$ cat src/rtl/perm_fault_pkg.sv
package perm_fault_pkg;

  localparam int FLAG_W       = 9;
  localparam int STATUS_W     = 32;
  localparam int FL_EXEC      = 0;
  localparam int FL_WRITE     = 1;
  localparam int FL_READ      = 2;
  localparam int FL_PRIV      = 3;
  localparam int FL_NOCACHE   = 5;
  localparam int FL_CHANGE    = 7;
  localparam int FL_REF       = 8;

  localparam logic [STATUS_W-1:0] CODE_NOXLATE = 32'h4000_0000;
  localparam logic [STATUS_W-1:0] CODE_PERM    = 32'h0800_0000;
  localparam logic [STATUS_W-1:0] CODE_RC      = 32'h0004_0000;
  localparam logic [STATUS_W-1:0] CODE_STORE   = 32'h0200_0000;

  typedef struct packed {
    logic capture;
    logic clear;
    logic grantLoad;
    logic grantStore;
  } ctlStrobes_t;

  // Ranked cause for one page; zero means the page allows the access.
  function automatic logic [STATUS_W-1:0] rankCause(
      input logic hit, input logic [FLAG_W-1:0] flags,
      input logic isStore, input logic isUser);
    logic [STATUS_W-1:0] dirBit;
    logic permOk, rcOk;
    dirBit = isStore ? CODE_STORE : '0;
    permOk = (isStore ? flags[FL_WRITE] : flags[FL_READ]) &&
             !(isUser && flags[FL_PRIV]);
    rcOk   = flags[FL_REF] && (!isStore || flags[FL_CHANGE]);
    if (!hit)         return CODE_NOXLATE | dirBit;
    else if (!permOk) return CODE_PERM | dirBit;
    else if (!rcOk)   return CODE_RC | dirBit;
    else              return '0;
  endfunction

endpackage

$ cat src/rtl/perm_fault_dp.sv
module perm_fault_dp
  import perm_fault_pkg::*;
#(
  parameter int ADDR_W    = 32,
  parameter int PAGE_BITS = 12,
  parameter int LEN_W     = 4,
  parameter int NUM_PAGES = 2
) (
  input  logic                  clk,
  input  logic                  rstN,
  input  logic                  reqStore,
  input  logic                  reqUser,
  input  logic [ADDR_W-1:0]     reqAddr,
  input  logic [LEN_W-1:0]      reqLen,
  input  logic [NUM_PAGES-1:0]  pageHit,
  input  logic [FLAG_W-1:0]     pageFlags [NUM_PAGES],
  input  ctlStrobes_t           strobes,
  output logic                  faultAny,
  output logic [STATUS_W-1:0]   faultStatus,
  output logic [ADDR_W-1:0]     faultAddr
);

  localparam int SPAN_W = PAGE_BITS + 1;
  localparam logic [SPAN_W-1:0] PAGE_LIMIT = SPAN_W'(1) << PAGE_BITS;

  logic [SPAN_W-1:0]   spanEnd;
  logic                crossing;
  logic [ADDR_W-1:0]   nextBase;
  logic [STATUS_W-1:0] pageCause [NUM_PAGES];
  logic [STATUS_W-1:0] selCause;
  logic [ADDR_W-1:0]   selAddr;

  assign spanEnd  = {1'b0, reqAddr[PAGE_BITS-1:0]} + SPAN_W'(reqLen);
  assign crossing = spanEnd > PAGE_LIMIT;
  assign nextBase = {reqAddr[ADDR_W-1:PAGE_BITS] + 1'b1, {PAGE_BITS{1'b0}}};

  for (genvar p = 0; p < NUM_PAGES; p++) begin : g_page
    logic inSpan;
    assign inSpan = (p == 0) ? 1'b1 : crossing;
    assign pageCause[p] = inSpan ?
        rankCause(pageHit[p], pageFlags[p], reqStore, reqUser) : '0;
  end

  always_comb begin
    selCause = '0;
    selAddr  = '0;
    for (int p = NUM_PAGES - 1; p >= 0; p--) begin
      if (pageCause[p] != '0) begin
        selCause = pageCause[p];
        selAddr  = (p == 0) ? reqAddr : nextBase;
      end
    end
  end

  assign faultAny = selCause != '0;

  always_ff @(posedge clk) begin
    if (!rstN) begin
      faultStatus <= '0;
      faultAddr   <= '0;
    end else if (strobes.capture) begin
      faultStatus <= selCause;
      faultAddr   <= selAddr;
    end else if (strobes.clear) begin
      faultStatus <= '0;
      faultAddr   <= '0;
    end
  end

  p_hold_r11: assert property (@(posedge clk) disable iff (!rstN)
    !strobes.capture && !strobes.clear |=> $stable(faultStatus) && $stable(faultAddr));

  p_clear_r11: assert property (@(posedge clk) disable iff (!rstN)
    strobes.clear && !strobes.capture |=> faultStatus == '0 && faultAddr == '0);

endmodule

$ cat src/rtl/perm_fault_ctl.sv
module perm_fault_ctl
  import perm_fault_pkg::*;
(
  input  logic        clk,
  input  logic        rstN,
  input  logic        reqValid,
  input  logic        reqStore,
  input  logic        faultAny,
  input  logic        clearFault,
  output ctlStrobes_t strobes,
  output logic        loadWbEn,
  output logic        storeEn,
  output logic        faultPulse
);

  always_comb begin
    strobes.capture    = reqValid && faultAny;
    strobes.clear      = clearFault;
    strobes.grantLoad  = reqValid && !faultAny && !reqStore;
    strobes.grantStore = reqValid && !faultAny && reqStore;
  end

  always_ff @(posedge clk) begin
    if (!rstN) begin
      loadWbEn   <= 1'b0;
      storeEn    <= 1'b0;
      faultPulse <= 1'b0;
    end else begin
      loadWbEn   <= strobes.grantLoad;
      storeEn    <= strobes.grantStore;
      faultPulse <= strobes.capture;
    end
  end

  p_no_commit_r8: assert property (@(posedge clk) disable iff (!rstN)
    faultPulse |-> !loadWbEn && !storeEn);

  p_one_grant_r2: assert property (@(posedge clk) disable iff (!rstN)
    $onehot0({loadWbEn, storeEn, faultPulse}));

endmodule

$ cat src/rtl/perm_fault_unit.sv
module perm_fault_unit
  import perm_fault_pkg::*;
#(
  parameter int ADDR_W    = 32,
  parameter int PAGE_BITS = 12,
  parameter int LEN_W     = 4
) (
  input  logic                clk,
  input  logic                rstN,
  input  logic                reqValid,
  input  logic                reqStore,
  input  logic                reqUser,
  input  logic [ADDR_W-1:0]   reqAddr,
  input  logic [LEN_W-1:0]    reqLen,
  input  logic                lowHit,
  input  logic [FLAG_W-1:0]   lowFlags,
  input  logic                highHit,
  input  logic [FLAG_W-1:0]   highFlags,
  input  logic                clearFault,
  output logic                loadWbEn,
  output logic                storeEn,
  output logic                faultPulse,
  output logic [STATUS_W-1:0] faultStatus,
  output logic [ADDR_W-1:0]   faultAddr
);

  localparam int NUM_PAGES = 2;

  ctlStrobes_t           strobes;
  logic                  faultAny;
  logic [NUM_PAGES-1:0]  pageHit;
  logic [FLAG_W-1:0]     pageFlags [NUM_PAGES];

  assign pageHit      = {highHit, lowHit};
  assign pageFlags[0] = lowFlags;
  assign pageFlags[1] = highFlags;

  perm_fault_dp #(
    .ADDR_W(ADDR_W), .PAGE_BITS(PAGE_BITS), .LEN_W(LEN_W), .NUM_PAGES(NUM_PAGES)
  ) dp_i (
    .clk(clk), .rstN(rstN), .reqStore(reqStore), .reqUser(reqUser),
    .reqAddr(reqAddr), .reqLen(reqLen), .pageHit(pageHit),
    .pageFlags(pageFlags), .strobes(strobes), .faultAny(faultAny),
    .faultStatus(faultStatus), .faultAddr(faultAddr)
  );

  perm_fault_ctl ctl_i (
    .clk(clk), .rstN(rstN), .reqValid(reqValid), .reqStore(reqStore),
    .faultAny(faultAny), .clearFault(clearFault), .strobes(strobes),
    .loadWbEn(loadWbEn), .storeEn(storeEn), .faultPulse(faultPulse)
  );

  p_code_set_r3: assert property (@(posedge clk) disable iff (!rstN)
    faultPulse |-> faultStatus != '0);

  p_store_dir_r3: assert property (@(posedge clk) disable iff (!rstN)
    faultPulse |-> faultStatus[25] == $past(reqStore));

endmodule

$ cat config.mk
export PLATFORM = sky130hd
export DESIGN_NAME = perm_fault_unit
export DESIGN_NICKNAME = d
export VERILOG_FILES = /design/src/rtl/perm_fault_pkg.sv /design/src/rtl/perm_fault_dp.sv /design/src/rtl/perm_fault_ctl.sv /design/src/rtl/perm_fault_unit.sv
export SDC_FILE = /design/constraint.sdc
export NUM_CORES = 1
export LEC_CHECK = 0
export BUFFER_PORTS_ARGS = -buffer_cell sky130_fd_sc_hd__buf_4
export CAP_MARGIN = 20
export CORE_MARGIN = 2
export CORE_UTILIZATION = 50
export CTS_CLUSTER_SIZE = 8
export DETAILED_ROUTE_END_ITERATION = 12
export GPL_ROUTABILITY_DRIVEN = 0
export HOLD_SLACK_MARGIN = 0.03
export PLACE_DENSITY = 0.94
export SLEW_MARGIN = 20
export SYNTH_ARGS = -nofsm -noshare
export SYNTH_HDL_FRONTEND = slang
export SYNTH_SLANG_ARGS = --single-unit
$ cat constraint.sdc
create_clock -name clk -period 8.5 [get_ports clk]
set_input_delay 1.275 -clock clk [delete_from_list [all_inputs] [get_ports clk]]
set_output_delay 1.275 -clock clk [all_outputs]
set_load 0.005 [all_outputs]
==> summary.md, run 1 <==
| Metric | Value |
|---|---|
| Hold-fix buffers, CTS | `0` |
| DP HPWL | `4845 µm` |
| Syn Area/Cell | `around 8.9 µm²` |
| Clk sink count | `39` |
| Final worst path period need | `4044 ps` |
| Root Buffer | `clkbuf_8` |
| Area leader, netlist | `dfxtp_1` |
| Die height | `75.70 µm` |
| Congestion Overflow GR | `0` |
| Final period util | `0.4758` |
| CTS max path bufs | `2` |
| Register area | `780.7 µm²` |
| ANT cells | `0` |
| Relative slew slack | `0.4275` |
| HP Class | `register to register` |
| Synthesized area | `roughly 2600 µm²` |
| Nets | `445` |
| PortBufs | `92` |
| Fill cells | `428` |
| Largest net degree at the start of global routing | `46` |
| Total setup buffers inserted after CTS | `0` |
| Number of global-route vias before repair | `2354` |
| Synth unique cells | `52` |
| Crit path max fanout | `15` |
| Clk_skew | `0 ps` |
| M1 WL | `2432 µm` |
| Fin. Hold Viols | `0` |
| IO Count | `129` |
| CTS buffer count | `5` |
| Share of cells above drive strength 1 | `0.3016` |
| Top cell type's share of synthesized area | `0.3038` |
| Worst hold margin | `482.3 ps` |
| Worst Reg-to-Reg Cells | `4` |
| Global-route wire length before repair | `10030 µm` |
| Setup-failing EPs final | `0` |
| Worst path required time | `8730 ps` |
| Drt pass-1 iters | `4` |
| Slew Viols, Final | `0` |
| Hold Path Depth | `1` |
| Starting density of the core | `0.5097` |
| Leak | `about 1.5 nW` |
| GRT Total Usage | `0.2250` |
| Crit start category | `input pin` |
| Seq/Total Area, Yosys | `0.3038` |
| CTS HTree Levels | `2` |
| Pre-CTS setup slack | `between 4000 and 5000 ps` |
| Final TNS setup | `0 ps` |
| Pwr Density | `131.8 nW/µm²` |
| DRT iter0 DRCs | `approximately 120` |
| Core ar. | `5042 µm²` |
| IR drop worst, VDD | `71.69 µV` |
| Most frequent cells in the layout | `buf_4 (93), dfxtp_1 (39), nand2_1 (34)` |
| Post_cts resized | `0` |
| Vias | `2360` |
| Die Span X | `75.70 µm` |
| Multi-input logic area | `1594 µm²` |
| CTS tree | `done` |
| Synth warn | `0` |
| Final routed DRC violation total | `0` |
| DRT Wirelength | `6194 µm` |
| DR WL met2 | `roughly 3200 µm` |
| RSZ-0062 raised after global routing | `false` |
| Max layer used | `met4` |
| FF+latch count, synth | `39` |
| Antenna-violating nets left | `0` |
| Fmax achieved | `approximately 250 MHz` |
| Antenna violations before repair | `0` |
| Skew-Pair Late Insertion Delay | `between 200 and 300 ps` |
| CP arrival | `4280 ps` |
| CP endpoint kind | `register` |
| Crit path kind | `input pin to register` |
| Cells after Synth | `289` |
| Met3 routed WL | `477 µm` |
| Status | `complete, no violations` |
| # Max-Cap Violations | `0` |
| Area delta synth->final | `27.75%` |
| Worst Max-Slew Pin Slew | `855.6 ps` |
| Routed wire per std cell | `13.83 µm` |
| Synth top area cells | `dfxtp_1 (30%), mux2i_1 (9.3%), buf_4 (8.2%)` |
| Rows | `26` |
| Die area | `5730 µm²` |
| Most common cell after layout, fill and taps aside | `buf_4` |
| Clock-pin transition on the worst setup and hold timing paths | `70 ps` |
| Final worst slack | `4456 ps` |
| Vias/cell | `5.268` |
registers in the layout (all words and copies together), names as in the netlist:
register / count
ctl_i.loadWbEn: 1
ctl_i.storeEn: 1
dp_i.faultStatus: 4
ctl_i.faultPulse: 1
dp_i.faultAddr: 32
cell type report:
class / instances / area share
flip-flops and latches: 39 / 0.2378
inverters: 6 / 0.006860
clock buffers: 8 / 0.03049
repair buffers: 93 / 0.2127
well taps: 70 / 0.02668
multi-input cells: 232 / 0.4855
cells by family after synthesis:
group	Yosys count	synth area share
AOI/OAI and AO/OA	42	0.1402
and+or+nand+nor	110	0.2386
adders and majority gates	6	0.03213
xor gates and xnor gates	22	0.07497
buffers and inverters	45	0.1154
DFF	39	0.3038
muxes	24	0.09348
other	1	0.001459
power by group:
part | internal, mW | total, mW | switching (mW)
Combinational | 0.0504 | 0.0983 | 0.0479
Clock | 0.0741 | 0.137 | 0.0632
Sequential | 0.192 | 0.197 | 0.00499
per-layer routing:
metal  GRT usage  vias up
met5           0        -
met4     0.08187        0
met3     0.06217       11
met2      0.4193       85
met1      0.2410     1107
li1            -     1157
worst paths after layout:
check,end,slack [ps],startpoint
setup / recovery,dp_i.faultAddr[2]$_SDFFE_PN0P_,4460,reqAddr[0]
hold reg to reg,dp_i.faultStatus[18]$_SDFFE_PN0P_,480,dp_i.faultStatus[18]$_SDFFE_PN0P_
hold / removal,dp_i.faultStatus[18]$_SDFFE_PN0P_,480,dp_i.faultStatus[18]$_SDFFE_PN0P_
setup reg to reg,dp_i.faultAddr[13]$_SDFFE_PN0P_,7590,dp_i.faultAddr[13]$_SDFFE_PN0P_
per-stage QoR:
stage / instances / cell area [µm²] / power, mW / utilization
6_report: 448 / 3283 / 0.4326 / 0.6511
4_1_cts: 448 / 3283 / 0.4359 / 0.6511
2_1_floorplan: 316 / 2671 / 0.2598 / -
3_3_place_gp: 440 / 3183 / 0.2955 / 0.6313
3_5_place_dp: 440 / 3183 / 0.2988 / 0.6313
5_1_grt: 448 / 3283 / 0.4570 / 0.6511
Yosys cell counts (all sizes together):
master	count
nand4	7
dlygate4sd1	1
mux2i	24
a211o	1
or4	1
or2	1
o22ai	1
a21oi	5
a211oi	3
and3	6
or4b	2
dfxtp	39
nand3b	21
nor3b	1
o21a	4
a21o	2
nor3	4
nor4	1
clkbuf	6
o2bb2ai	1
and2	3
buf	32
xnor2	11
a31oi	1
xor2	11
nor2b	2
a311oi	1
conb	1
and4	4
o41ai	1
o21ai	4
fa	1
a22o	14
nand3	12
ha	5
nor2	9
o211ai	1
inv	6
nor4b	1
o31ai	1
nand2	35
a32o	1
o2111a	1
critical path, stage by stage:
cell and delay, ps:
buf_4 110, ha_1 230, fa_1 410, xor2_1 160, nor4_1 220, o2111a_1 230, nand4_1 100, or4_4 580
a311oi_4 690, a22o_2 260
Power figures use the tool's default switching activity.
==> run 2: changes to the inputs <==
Settings changed: CORE_UTILIZATION 50 to 46, PLACE_DENSITY 0.94 to 0.88.
Clock period 8.5 ns to 4 ns, I/O delays scaled along.
==> summary.md, run 2 (synthesis gave the netlist of run 1 again) <==
| Metric | Value |
|---|---|
| Clock-pin transition on the worst setup and hold timing paths | `70 ps (about the same)` |
| Starting density of the core | `0.4725 (-0.03717)` |
| Biggest register | `dp_i.faultAddr` |
| CTS tree | `done` |
| DRT Wirelength | `6158 µm (-0.58%)` |
| RSZ-0062 raised after global routing | `false` |
| PortBufs | `92 (unchanged)` |
| Global-route wire length before repair | `9839 µm (-1.9%)` |
| Die Span X | `78.75 µm (+4.0%)` |
| Number of global-route vias before repair | `2207 (-6.2%)` |
| DP HPWL | `4728 µm (-2.4%)` |
| Crit path max fanout | `20 (+5)` |
| Regs by FF count | `dp_i.faultAddr (32), dp_i.faultStatus (4)` |
| Cells after DPL | `443 (+0.68%)` |
| Clk sink count | `39 (unchanged)` |
| IO Count | `129 (unchanged)` |
| DRT iter0 DRCs | `97 (-18%)` |
| Rows | `27 (+3.8%)` |
| Final non-filler cell total | `449 (+0.22%)` |
| Congestion Overflow GR | `0 (unchanged)` |
| Post_cts resized | `0 (unchanged)` |
| Largest net degree at the start of global routing | `46 (unchanged)` |
| HP Start | `dp_i.faultAddr[11]$_SDFFE_PN0P_` |
| Crit path from | `reqAddr[0]` |
| Crit start category | `input pin` |
| CP endpoint kind | `register` |
| Area delta synth->final | `27.07%` |
| Core ar. | `5439 µm² (+7.9%)` |
| Max reg flops | `32 (unchanged)` |
| Vias/cell | `5.145 (-2.3%)` |
| Crit path kind | `input pin to register` |
| Clk_skew | `0 ps (unchanged)` |
| Antenna-violating nets left | `0 (unchanged)` |
| CTS max path bufs | `2 (unchanged)` |
| Most frequent cells in the layout | `buf_4 (94), dfxtp_1 (39), nand2_1 (34)` |
| Fmax achieved | `320.8 MHz` |
| Worst Reg-to-Reg Cells | `4 (unchanged)` |
| Leak | `1.537 nW (-0.59%)` |
| CTS buffer count | `5 (unchanged)` |
| Setup-failing EPs final | `0 (unchanged)` |
| ANT cells | `0 (unchanged)` |
| Worst path required time | `4220 ps (-4510 ps)` |
| Final TNS setup | `0 ps (unchanged)` |
| Vias | `2310 (-2.1%)` |
| Root Buffer | `clkbuf_8` |
| Pwr Density | `266.8 nW/µm² (+100%)` |
| Slew Viols, Final | `0 (unchanged)` |
| Skew-Pair Late Insertion Delay | `290 ps (about the same)` |
| CTS HTree Levels | `2 (unchanged)` |
| Fin. Hold Viols | `0 (unchanged)` |
| Die area | `6201 µm² (+8.2%)` |
| IR drop worst, VDD | `120.0 µV (+67%)` |
| Most common cell after layout, fill and taps aside | `buf_4` |
| Antenna violations before repair | `0 (unchanged)` |
| Final worst path period need | `~3100 ps` |
| Drt pass-1 iters | `4 (unchanged)` |
| Hold Path Depth | `1 (unchanged)` |
| HP Class | `register to register` |
| Design area | `3266 µm² (-0.53%)` |
| Total setup buffers inserted after CTS | `0 (unchanged)` |
| Reg2reg start | `dp_i.faultAddr[13]$_SDFFE_PN0P_` |
| Final period util | `0.7792` |
| Routed wire per std cell | `13.71 µm (-0.80%)` |
| # Max-Cap Violations | `0 (unchanged)` |
| Share of cells above drive strength 1 | `0.2997 (-0.001853)` |
| Placement Cell Area | `3193 µm² (+0.31%)` |
| Worst Max-Slew Pin Slew | `846.2 ps (-9.429 ps)` |
| Status | `complete, no violations` |
| Final routed DRC violation total | `0 (unchanged)` |
| Die height | `78.75 µm (+4.0%)` |
| Worst hold margin | `483.1 ps (+0.7220 ps)` |
| Design Power | `0.8713 mW (+100%)` |
| Fill cells | `484 (+13%)` |
| Hold-fix buffers, CTS | `0 (unchanged)` |
| CP arrival | `3340 ps (-940 ps)` |
| Multi-input logic area | `1594 µm² (unchanged)` |
| Nets | `446 (+0.22%)` |
| Relative slew slack | `0.4338 (+0.006309)` |
| GRT Total Usage | `0.1987 (-0.02626)` |
| Register area | `780.7 µm² (unchanged)` |
-- run 2: cell types whose count changed in the layout (fill, tap and decap cells not counted), sizes merged --
| cell | change |
|---|---|
| clkbuf | -2 |
| buf | +1 |
-- run 2: final cells by class --
type,count,share of cell area
tap,72,0.02759
sequential,39,0.2391
multi-input combinational,232,0.4881
inverter,6,0.006897
timing repair buffer,94,0.2161
clock buffer,6,0.02222
-- run 2: final timing paths --
check	endpoint	slack, ps
worst min-delay path	dp_i.faultAddr[11]$_SDFFE_PN0P_	480
worst min register to register	dp_i.faultAddr[11]$_SDFFE_PN0P_	480
worst max-delay path	dp_i.faultAddr[24]$_SDFFE_PN0P_	880
worst max register to register	dp_i.faultAddr[13]$_SDFFE_PN0P_	3080
-- run 2: where the power goes --
group	leakage [nW]	internal [mW]	switching, mW
Clock	0.0371	0.116	0.128
Combinational	1.18	0.108	0.100
Sequential	0.320	0.408	0.0106
Total	1.54	0.632	0.239
-- run 2: routing by layer --
metal / part of all wire / global-route usage / vias to the layer above / routed length (µm)
met2: 0.49 / 0.3496 / 85 / 3047
met1: 0.41 / 0.2261 / 1060 / 2514
li1: - / - / 1155 / -
met5: 0 / 0 / - / 0
met3: 0.081 / 0.06023 / 10 / 497
met4: 0.016 / 0.07368 / 0 / 97
-- run 2: critical path: stages --
cell and delay (ps):
buf_4 120, ha_1 230, fa_1 400, xor2_1 150, nor4_1 220, o2111a_1 230
nand4_1 100, or4_4 580, nand3_1 110, buf_4 340, mux2i_1 240
-- run 2: per-stage QoR --
stage,worst slack (ps),utilization
2_1_floorplan,913.7,-
6_report,883.1,0.6004
3_5_place_dp,556.3,0.5871
3_3_place_gp,617.7,0.5871
5_1_grt,713.8,0.6004
4_1_cts,857.8,0.6004
==> run 3: changes to the inputs <==
Settings changed: CORE_UTILIZATION 46 to 42, PLACE_DENSITY 0.88 to 0.85.
Clock period 4 ns to 2.54 ns, I/O delays scaled along.
==> summary.md, run 3 (synthesis gave the netlist of run 1 again) <==
| Metric | Value |
|---|---|
| Final routed DRC violation total | `0 (unchanged)` |
| Vias/cell | `5.211 (+1.3%)` |
| HP Class | `input pin to register` |
| Crit path from | `reqAddr[3]` |
| Final worst path period need | `2508 ps` |
| Clk_skew | `0 ps (unchanged)` |
| Pwr Density | `439.7 nW/µm² (+65%)` |
| Global-route wire length before repair | `10220 µm (+3.9%)` |
| Vias | `2449 (+6.0%)` |
| Fmax achieved | `398.7 MHz` |
| CP arrival | `2740 ps (-600 ps)` |
| Antenna violations before repair | `0 (unchanged)` |
| Fin. Hold Viols | `0 (unchanged)` |
| CTS max path bufs | `2 (unchanged)` |
| Total setup buffers inserted after CTS | `0 (unchanged)` |
| Largest incremental delay on the critical path | `580 ps (about the same)` |
| Regs by FF count | `dp_i.faultAddr (32), dp_i.faultStatus (4)` |
| Slew Viols, Final | `0 (unchanged)` |
| Design Power | `1.565 mW (+80%)` |
| Die Span X | `82.23 µm (+4.4%)` |
| Hold-fix buffers, CTS | `0 (unchanged)` |
| Congestion Overflow GR | `0 (unchanged)` |
| Rows | `28 (+3.7%)` |
| Final non-filler cell total | `470 (+4.7%)` |
| Design area | `3560 µm² (+9.0%)` |
| DP HPWL | `5085 µm (+7.6%)` |
| Largest net degree at the start of global routing | `46 (unchanged)` |
| Critical Path Slowest Stage Cell | `or4_4` |
| CTS buffer count | `5 (unchanged)` |
| Most frequent cells in the layout | `buf_4 (103), dfxtp_1 (39), nand2_1 (34)` |
| Number of global-route vias before repair | `2272 (+2.9%)` |
| Cells after DPL | `459 (+3.6%)` |
| Status | `complete, no violations` |
| Nets | `462 (+3.6%)` |
| Root Buffer | `clkbuf_8` |
| ANT cells | `0 (unchanged)` |
| Biggest register | `dp_i.faultAddr` |
| Reg2reg start | `dp_i.faultAddr[13]$_SDFFE_PN0P_` |
| Final TNS setup | `0 ps (unchanged)` |
| Die area | `6761 µm² (+9.0%)` |
| Worst path required time | `2770 ps (-1450 ps)` |
| Leak | `1.667 nW (+8.4%)` |
| End of the critical path | `dp_i.faultAddr[2]$_SDFFE_PN0P_` |
| R2r setup slk | `1620 ps (-1460 ps)` |
| Clk sink count | `39 (unchanged)` |
| Max reg flops | `32 (unchanged)` |
| Drt pass-1 iters | `4 (unchanged)` |
| Clock-pin transition on the worst setup and hold timing paths | `80 ps (about the same)` |
| R2r endpoint | `dp_i.faultAddr[13]$_SDFFE_PN0P_` |
| Worst Max-Slew Pin Slew | `896.2 ps (+50.02 ps)` |
| PortBufs | `92 (unchanged)` |
| IO Count | `129 (unchanged)` |
| Final period util | `0.9875` |
| RSZ-0062 raised after global routing | `true` |
| Worst hold margin | `303.4 ps (-179.7 ps)` |
| IR drop worst, VDD | `231.0 µV (+93%)` |
| DRT Wirelength | `7057 µm (+15%)` |
| Routed wire per std cell | `15.01 µm (+9.5%)` |
| Die height | `82.23 µm (+4.4%)` |
| Relative slew slack | `0.4003 (-0.03347)` |
| CP cell instances | `buf_4 -> ha_1 -> a21oi_1 -> a21oi_2 -> mux2i_1 -> o21a_1 -> or4_4 -> a311oi_4 -> buf_12 -> a22o_2` |
| CTS HTree Levels | `2 (unchanged)` |
| Crit path max fanout | `15 (-25%)` |
| Skew-Pair Late Insertion Delay | `290 ps (about the same)` |
| Crit path kind | `input pin to register` |
| Antenna-violating nets left | `0 (unchanged)` |
| Area delta synth->final | `38.51%` |
| Crit start category | `input pin` |
| GRT Total Usage | `0.1948 (-0.003912)` |
| DRT iter0 DRCs | `130 (+34%)` |
| Starting density of the core | `0.4341 (-0.03844)` |
| # Max-Cap Violations | `0 (unchanged)` |
| CP endpoint kind | `register` |
| Most common cell after layout, fill and taps aside | `buf_4` |
| Share of cells above drive strength 1 | `0.3519 (+0.05216)` |
| CTS tree | `done` |
| Placement Cell Area | `3339 µm² (+4.6%)` |
| Setup-failing EPs final | `0 (unchanged)` |
| Worst Reg-to-Reg Cells | `4 (unchanged)` |
| Core ar. | `5921 µm² (+8.9%)` |
-- run 3: cell count changes in the layout (fill, tap and decap cells not counted), moves of 2 or more --
cell,previous run,this run
buf_4,94,103
buf_6,0,2
buf_12,0,2
nand3_1,12,10
ha_1,5,3
clkbuf_16,0,2
ha_4,0,2
-- run 3: per-stage QoR --
step | util | setup WS, ps
floorplan | - | -76.14
global placement | 0.5640 | -278.0
detailed placement | 0.5640 | -349.0
CTS | 0.5852 | 9.428
global route | 0.6012 | -72.43
finish | 0.6012 | 31.84
-- run 3: power breakdown --
group,internal (mW),switching (mW)
clock,0.293,0.236
sequential,0.643,0.0166
combinational,0.200,0.177
total,1.14,0.430
-- run 3: worst min path at each step --
stage,start,end,cells past startpoint
finish,reqAddr[3],dp_i.faultAddr[3]$_SDFFE_PN0P_,2
global route,reqAddr[0],dp_i.faultAddr[0]$_SDFFE_PN0P_,2
CTS,reqAddr[3],dp_i.faultAddr[3]$_SDFFE_PN0P_,2
detailed placement,dp_i.faultStatus[18]$_SDFFE_PN0P_,dp_i.faultStatus[18]$_SDFFE_PN0P_,1
global placement,dp_i.faultStatus[18]$_SDFFE_PN0P_,dp_i.faultStatus[18]$_SDFFE_PN0P_,1
floorplan,dp_i.faultStatus[18]$_SDFFE_PN0P_,dp_i.faultStatus[18]$_SDFFE_PN0P_,1
-- run 3: layout make-up --
| type | instances | area, µm² |
|---|---|---|
| Clock buffer | 5 | 68.82 |
| Fill cell | 515 | 2361 |
| Timing Repair Buffer | 110 | 900.9 |
| Multi-Input combinational cell | 232 | 1649 |
| Clock inverter | 3 | 43.79 |
| Inverter | 6 | 22.52 |
| Tap cell | 75 | 93.84 |
| Sequential cell | 39 | 780.7 |
-- run 3: worst max-delay path, delay by kind of cell --
family	cells	cell delay [ps]
simple gates	1	580
fa+ha+maj	1	360
buf+inv	2	290
mux	1	130
compound gates	5	980
-- run 3: per-layer routing --
metal | up-vias | part of all wire | track usage | routed length (µm)
met4 | 0 | 0.016 | 0.06500 | 110
met5 | - | 0 | 0 | 0
met1 | 1151 | 0.39 | 0.2224 | 2719
met3 | 12 | 0.076 | 0.05109 | 535
met2 | 99 | 0.52 | 0.3500 | 3691
li1 | 1187 | - | - | -
-- run 3: timing repair --
| action | 4_1_cts | 5_1_grt |
|---|---|---|
| endpoints found under the hold margin | 0 | 0 |
| gates cloned | 0 | 3 |
| endpoints found under the setup margin | 19 | 36 |
| pin swaps | 0 | 1 |
| resized for setup | 3 | 5 |
